File: config.mk
export PLATFORM = sky130hd
export DESIGN_NAME = pwm_comp_out
export DESIGN_NICKNAME = d
export VERILOG_FILES = /design/src/rtl/pwm_comp_pkg.sv /design/src/rtl/pwm_dt_gen.sv /design/src/rtl/pwm_brk_ctrl.sv /design/src/rtl/pwm_out_lane.sv /design/src/rtl/pwm_comp_out.sv
export SDC_FILE = /design/constraint.sdc
export NUM_CORES = 1
export LEC_CHECK = 0
export BUFFER_PORTS_ARGS = -buffer_cell sky130_fd_sc_hd__buf_4
export CORE_MARGIN = 4
export CORE_UTILIZATION = 30
export DETAILED_ROUTE_END_ITERATION = 12
export PLACE_DENSITY_LB_ADDON = 0.1
export SKIP_LAST_GASP = 1
export SYNTH_ARGS = -nofsm -noshare
export SYNTH_HDL_FRONTEND = slang
export SYNTH_SLANG_ARGS = --single-unit
File: constraint.sdc
create_clock -name clk -period 2.9 [get_ports clk]
set_clock_uncertainty 0.05 [all_clocks]
set_input_delay 0.58 -clock clk [delete_from_list [all_inputs] [get_ports clk]]
set_output_delay 0.58 -clock clk [all_outputs]
set_load 0.05 [all_outputs]
File: src/rtl/pwm_comp_pkg.sv
package pwm_comp_pkg;
  localparam int LANES = 2;
  localparam int LANE_T = 0;
  localparam int LANE_N = 1;

  typedef struct packed {
    logic lvl;
    logic drv;
  } lane_out_t;
endpackage

File: src/rtl/pwm_dt_gen.sv
module pwm_dt_gen #(
  parameter int DT_W = 8
) (
  input  logic            clk,
  input  logic            rst_n,
  input  logic            ref_i,
  input  logic [DT_W-1:0] dead_i,
  output logic            ref_q_o,
  output logic            pos_act_o,
  output logic            neg_act_o
);
  logic            ref_q;
  logic [DT_W-1:0] cnt_q;
  logic            settled;

  always_ff @(posedge clk or negedge rst_n) begin
    if (!rst_n) begin
      ref_q <= 1'b0;
      cnt_q <= '0;
    end else if (ref_i != ref_q) begin
      ref_q <= ref_i;
      cnt_q <= dead_i;
    end else if (cnt_q != '0) begin
      cnt_q <= cnt_q - 1'b1;
    end
  end

  assign settled   = (cnt_q == '0);
  assign ref_q_o   = ref_q;
  assign pos_act_o = ref_q & settled;
  assign neg_act_o = ~ref_q & settled;

  // an edge that captures a new reference value starts a gap when dead-time is nonzero
  p_dead_gap_r3: assert property (@(posedge clk) disable iff (!rst_n)
    ((ref_q != $past(ref_q)) && ($past(dead_i) != '0)) |-> (!pos_act_o && !neg_act_o));
endmodule

File: src/rtl/pwm_brk_ctrl.sv
module pwm_brk_ctrl #(
  parameter int DT_W = 8
) (
  input  logic            clk,
  input  logic            rst_n,
  input  logic            brk_i,
  input  logic            wr_i,
  input  logic            wdata_i,
  input  logic            idle_sel_i,
  input  logic            any_en_i,
  input  logic [DT_W-1:0] dead_i,
  output logic            main_en_o,
  output logic            idle_done_o
);
  logic            main_q;
  logic            done_q;
  logic [DT_W-1:0] icnt_q;
  logic            idle_run;

  always_ff @(posedge clk or negedge rst_n) begin
    if (!rst_n)      main_q <= 1'b0;
    else if (brk_i)  main_q <= 1'b0;
    else if (wr_i)   main_q <= wdata_i;
  end

  assign main_en_o = main_q & ~brk_i;
  assign idle_run  = ~main_en_o & idle_sel_i & any_en_i;

  always_ff @(posedge clk or negedge rst_n) begin
    if (!rst_n) begin
      icnt_q <= '0;
      done_q <= 1'b0;
    end else if (!idle_run) begin
      icnt_q <= dead_i;
      done_q <= 1'b0;
    end else if (icnt_q == '0) begin
      done_q <= 1'b1;
    end else begin
      icnt_q <= icnt_q - 1'b1;
    end
  end

  assign idle_done_o = done_q;

  // a set write issued during break has no effect
  p_set_blocked_r2: assert property (@(posedge clk) disable iff (!rst_n)
    (brk_i && wr_i && wdata_i) |=> !main_q);
  // the idle levels never appear while the enable is still set
  p_idle_wait_r9: assert property (@(posedge clk) disable iff (!rst_n)
    main_en_o |=> !done_q);
endmodule

File: src/rtl/pwm_out_lane.sv
module pwm_out_lane
  import pwm_comp_pkg::*;
(
  input  logic      clk,
  input  logic      rst_n,
  input  logic      main_en_i,
  input  logic      run_sel_i,
  input  logic      idle_sel_i,
  input  logic      own_en_i,
  input  logic      peer_en_i,
  input  logic      pol_i,
  input  logic      idle_lvl_i,
  input  logic      act_dt_i,
  input  logic      act_raw_i,
  input  logic      idle_done_i,
  output lane_out_t out_o
);
  always_comb begin
    out_o = '{lvl: 1'b0, drv: 1'b0};
    if (main_en_i) begin
      if (own_en_i && peer_en_i)       out_o = '{lvl: act_dt_i ^ pol_i, drv: 1'b1};
      else if (own_en_i)               out_o = '{lvl: act_raw_i ^ pol_i, drv: 1'b1};
      else if (peer_en_i && run_sel_i) out_o = '{lvl: pol_i, drv: 1'b1};
    end else if (idle_sel_i && (own_en_i || peer_en_i)) begin
      out_o = '{lvl: idle_done_i ? idle_lvl_i : pol_i, drv: 1'b1};
    end
  end

  // with the enable clear and no idle drive, the lane floats
  p_idle_float_r8: assert property (@(posedge clk) disable iff (!rst_n)
    (!main_en_i && !idle_sel_i) |-> (!out_o.drv && !out_o.lvl));
  // while waiting for the idle levels, the lane sits at its polarity bit
  p_brk_pol_r9: assert property (@(posedge clk) disable iff (!rst_n)
    (!main_en_i && idle_sel_i && (own_en_i || peer_en_i) && !idle_done_i)
      |-> (out_o.drv && (out_o.lvl == pol_i)));
endmodule

File: src/rtl/pwm_comp_out.sv
module pwm_comp_out
  import pwm_comp_pkg::*;
#(
  parameter int DT_W = 8
) (
  input  logic            clk,
  input  logic            rst_n,
  input  logic            ocref_i,
  input  logic            brk_i,
  input  logic            mainen_wr_i,
  input  logic            mainen_wdata_i,
  input  logic            run_off_sel_i,
  input  logic            idle_off_sel_i,
  input  logic            oc_en_i,
  input  logic            ocn_en_i,
  input  logic            oc_pol_i,
  input  logic            ocn_pol_i,
  input  logic            oc_idle_i,
  input  logic            ocn_idle_i,
  input  logic [DT_W-1:0] dead_time_i,
  output logic            main_en_o,
  output logic            oc_o,
  output logic            oc_drv_o,
  output logic            ocn_o,
  output logic            ocn_drv_o
);
  logic             ref_q, pos_act, neg_act, idle_done, main_en;
  logic [LANES-1:0] en_v, pol_v, idle_v, act_dt_v, act_raw_v;
  logic             both_idle_active;
  lane_out_t        lane_out [LANES];

  pwm_dt_gen #(.DT_W(DT_W)) u_dt (
    .clk(clk), .rst_n(rst_n), .ref_i(ocref_i), .dead_i(dead_time_i),
    .ref_q_o(ref_q), .pos_act_o(pos_act), .neg_act_o(neg_act)
  );

  pwm_brk_ctrl #(.DT_W(DT_W)) u_brk (
    .clk(clk), .rst_n(rst_n), .brk_i(brk_i), .wr_i(mainen_wr_i),
    .wdata_i(mainen_wdata_i), .idle_sel_i(idle_off_sel_i),
    .any_en_i(oc_en_i | ocn_en_i), .dead_i(dead_time_i),
    .main_en_o(main_en), .idle_done_o(idle_done)
  );

  assign both_idle_active = (oc_idle_i != oc_pol_i) && (ocn_idle_i != ocn_pol_i);

  assign en_v[LANE_T]      = oc_en_i;
  assign en_v[LANE_N]      = ocn_en_i;
  assign pol_v[LANE_T]     = oc_pol_i;
  assign pol_v[LANE_N]     = ocn_pol_i;
  assign idle_v[LANE_T]    = oc_idle_i;
  assign idle_v[LANE_N]    = both_idle_active ? ocn_pol_i : ocn_idle_i;
  assign act_dt_v[LANE_T]  = pos_act;
  assign act_dt_v[LANE_N]  = neg_act;
  assign act_raw_v[LANE_T] = ref_q;
  assign act_raw_v[LANE_N] = ~ref_q;

  for (genvar g = 0; g < LANES; g++) begin : g_lane
    pwm_out_lane u_lane (
      .clk(clk), .rst_n(rst_n), .main_en_i(main_en),
      .run_sel_i(run_off_sel_i), .idle_sel_i(idle_off_sel_i),
      .own_en_i(en_v[g]), .peer_en_i(en_v[LANES-1-g]),
      .pol_i(pol_v[g]), .idle_lvl_i(idle_v[g]),
      .act_dt_i(act_dt_v[g]), .act_raw_i(act_raw_v[g]),
      .idle_done_i(idle_done), .out_o(lane_out[g])
    );
  end

  assign main_en_o = main_en;
  assign oc_o      = lane_out[LANE_T].lvl;
  assign oc_drv_o  = lane_out[LANE_T].drv;
  assign ocn_o     = lane_out[LANE_N].lvl;
  assign ocn_drv_o = lane_out[LANE_N].drv;

  // complementary lanes are never active together
  p_no_dual_active_r4: assert property (@(posedge clk) disable iff (!rst_n)
    (main_en_o && oc_en_i && ocn_en_i) |-> !((oc_o ^ oc_pol_i) && (ocn_o ^ ocn_pol_i)));
  // enable set, both lanes off -> both float
  p_both_off_r5: assert property (@(posedge clk) disable iff (!rst_n)
    (main_en_o && !oc_en_i && !ocn_en_i) |-> (!oc_drv_o && !ocn_drv_o && !oc_o && !ocn_o));
  // idle drive never puts both lanes active
  p_idle_guard_r10: assert property (@(posedge clk) disable iff (!rst_n)
    (!main_en_o && idle_off_sel_i) |-> !((oc_o ^ oc_pol_i) && (ocn_o ^ ocn_pol_i)));
  // break holds the enable low
  p_brk_low_r2: assert property (@(posedge clk) disable iff (!rst_n)
    brk_i |=> (brk_i ? !main_en_o : 1'b1));
endmodule

==> metrics.md <==
| Metric | Value |
|---|---|
| Pre-CTS WS | `299 ps` |
| VDD IR max | `0.000196 V` |
| CP startpoint kind | `register` |
| Area of the core | `3770 um2` |
| Die Y | `71.5 um` |
| Synth area leader | `dfrtp_1` |
| Die area | `5120 um2` |
| Vias in the first global route | `approximately 1100` |
| Post-synth top flop | `dfrtp_1` |
| Routed wire length per instance | `approximately 13 um` |
| Count leader, synth | `dfrtp_1` |
| Die width | `71.5 um` |
| Post-synthesis instance total | `138` |
| N_diodes | `0` |
| Area grow syn2layout | `27.1%` |
| Top post-synthesis cells by area | `dfrtp_1, xnor2_1, nand2_1, a21oi_1, mux2i_1` |
| Run status | `complete, no violations` |
| Rows | `22` |
| Worst skew pair latency | `250 ps` |
| Clock slew at reported path FFs | `approximately 70 ps` |
| Initial antenna violation count | `0` |
| Root buf cell | `clkbuf_8` |
| Number of flops mapped to enable cells by yosys | `0` |
| All-layer global routing usage | `0.118` |
| Worst EP required | `2270 ps` |
| Initial DRT Pass Iterations | `4` |
| Top cell type's share of synthesized area | `0.393` |
| Pins Over Slew Limit | `0` |
| Sw Pwr | `0.000266 W` |
| First-pass GRT wire length | `between 4 and 5 mm` |
| Register bit count reported by yosys | `19` |
| Reg2Reg Capture Point | `u_brk.icnt_q[1]` |
| Worst Setup End Kind | `output port` |
| Max Fclk | `367 MHz` |
| # IOs | `27` |
| Largest net degree at the start of global routing | `20` |
| Crit-path slowest cell | `dfrtp_1` |
| Register share of total power | `0.450` |
| Post-Synthesis Net Count | `163` |
| RSZ-0062 raised after global routing | `false` |
| GR Overflow Total | `0` |
| Max-cap violations | `0` |
| Period utilization | `0.939` |
| CTS tree | `yes` |
| Starting Density | `0.321` |
| Leak | `0.701 nW` |
| Total wire length | `~2.9 mm` |
| Ys async rst share | `1.00` |
| Critical Path Fanout Max | `7` |
| Distinct cells, synth | `32` |
| Via Count | `1041` |
| Clk sinks | `19` |
| Combinational share of power | `0.314` |
| R2r startpoint | `u_brk.icnt_q[0]` |
| Cell area after synthesis | `1210 um2` |
| Drt drc | `0` |
| Worst EP arrival | `2090 ps` |
| Min cycle time layout | `2720 ps` |
| Slew margin rel. | `0.627` |
| Worst path cell trace | `inv_1 > ha_1 > nor4b_4 > a31o_2 > a21oi_1 > o32ai_2 > buf_4` |
| Worst-case clock buffer depth | `2` |
| Gpl congestion | `0.806` |
| Via density | `4.86` |
| Final WS setup | `177 ps` |
| Post-CTS setup buffers | `0` |
| Int Pwr | `0.000524 W` |
| Placed wire-length estimate | `2.25 mm` |
| Clock Power Share | `0.236` |
| Slowest Stage Delay on Critical Path | `420 ps` |
| Hold Vio Cnt, Final | `0` |
| Worst Tran Pin Value | `554 ps` |
| Sequential cell area fraction in the yosys report | `0.393` |
| Commonest cells in the synthesized netlist | `dfrtp_1, nand2_1, a21oi_1, o21ai_0` |
| First DRT Iteration DRCs | `10` |
| Worst hold margin | `~140 ps` |
| Fraction of final layout cells sized beyond drive strength 1 | `0.241` |
| Fill count | `386` |
| Worst R2R Setup Slack | `930 ps` |
| R2R cell count | `6` |
| Net Sw Frac | `0.336` |
| Final ANT Viol Nets | `0` |
| Final Util | `0.408` |
| H-tree depth | `1` |
| Setup TNS | `0 ps` |
| Syn. warnings | `0` |
| Final Net Count | `approximately 190` |
| CTS Buf Count | `3` |
| Hold Path Class | `input pin to asynchronous set/reset pin` |
| Crit Path Class | `register to output port` |
| I/O Buffers | `26` |
| Power per cell area | `513 nW/um2` |
| Setup-failing EPs final | `0` |
| Mapped Avg Cell Area | `approximately 9 um2` |
-- state kept, by name, indices dropped and copies added, names as in the netlist --
signal and cells:
u_brk.idle_done_o 1, u_dt.cnt_q 8, u_brk.icnt_q 8, u_brk.main_q 1, u_dt.ref_q_o 1
-- critical path, delay by kind of cell, from the launching register on --
kind	cells	cell delay, ps
compound gates	3	490
fa+ha+maj	1	200
buf+inv	2	360
flops	1	420
simple gates	1	380
-- logic make-up after synthesis --
logic type | after synthesis | share of synthesized area
compound gates | 36 | 0.183
xor+xnor | 12 | 0.0868
fa+ha+maj | 3 | 0.0310
buf+inv | 12 | 0.0372
flops | 19 | 0.393
mux | 8 | 0.0682
simple gates | 48 | 0.201
-- final cells by class --
class                      instances  area [um2]  share of cell area
sequential                        19         475               0.309
timing repair buffer              29         218               0.141
multi-input combinational        107         714               0.464
clock buffer                       4        45.0              0.0293
tap                               48        60.1              0.0390
inverter                           7        26.3              0.0171
-- stage by stage --
step / cell area [um2] / cells / power, W
6_report: 1540 / 214 / 0.000790
5_1_grt: 1540 / 214 / 0.000845
4_1_cts: 1530 / 214 / 0.000797
3_5_place_dp: 1490 / 210 / 0.000604
3_3_place_gp: 1490 / 210 / 0.000600
2_1_floorplan: 1230 / 138 / 0.000518
-- per-layer routing --
metal  routed length, um  GRT usage  vias to the layer above
met5                   0          0                        -
met4                  16     0.0313                        0
met3                 179     0.0266                        2
met2                1310      0.201                       22
met1                1370      0.150                      475
li1                    -          -                      542
-- power groups by stage --
stage          registers [W]  clock network (W)  logic (W)
2_1_floorplan       0.000344                  0   0.000174
3_3_place_gp        0.000356                  0   0.000245
3_5_place_dp        0.000357                  0   0.000248
4_1_cts             0.000352           0.000195   0.000250
5_1_grt             0.000361           0.000203   0.000281
6_report            0.000355           0.000186   0.000248
-- what timing repair did --
item / CTS / global route
endpoints found under the setup margin: 0 / 2
hold buffers: 0 / 0
gates resized for setup: 0 / 1
hold endpoints to repair: 0 / 0
-- worst max-delay path by stage --
stage	to	depth (start not counted)	from
floorplan	oc_o	6	u_dt.cnt_q[0]
global placement	oc_o	7	u_dt.cnt_q[0]
detailed placement	oc_o	7	u_dt.cnt_q[0]
CTS	oc_o	7	u_dt.cnt_q[0]
global route	oc_o	7	u_dt.cnt_q[0]
finish	oc_o	7	u_dt.cnt_q[0]
-- placed cells by master, fill, tap and decap left out, drive strengths merged --
master,synthesis,final
nand4,1,1
a311oi,1,1
a31o,1,1
a21oi,12,12
nand2,17,17
nor4,3,3
a22o,2,2
mux2i,6,6
nor2b,3,3
buf,1,29
xnor2,9,9
or4,2,2
inv,7,7
dfrtp,19,19
a22oi,2,2
a221oi,1,1
nor2,9,9
nor4b,1,1
nor3b,1,1
a21o,3,3
o21a,1,1
nand2b,2,2
clkbuf,4,4
ha,3,3
xor2,3,3
nand3,3,3
or3b,1,1
o21ai,11,11
o32ai,2,2
mux2,2,2
nor3,5,5
No activity file was read; power rests on OpenSTA's default activity.
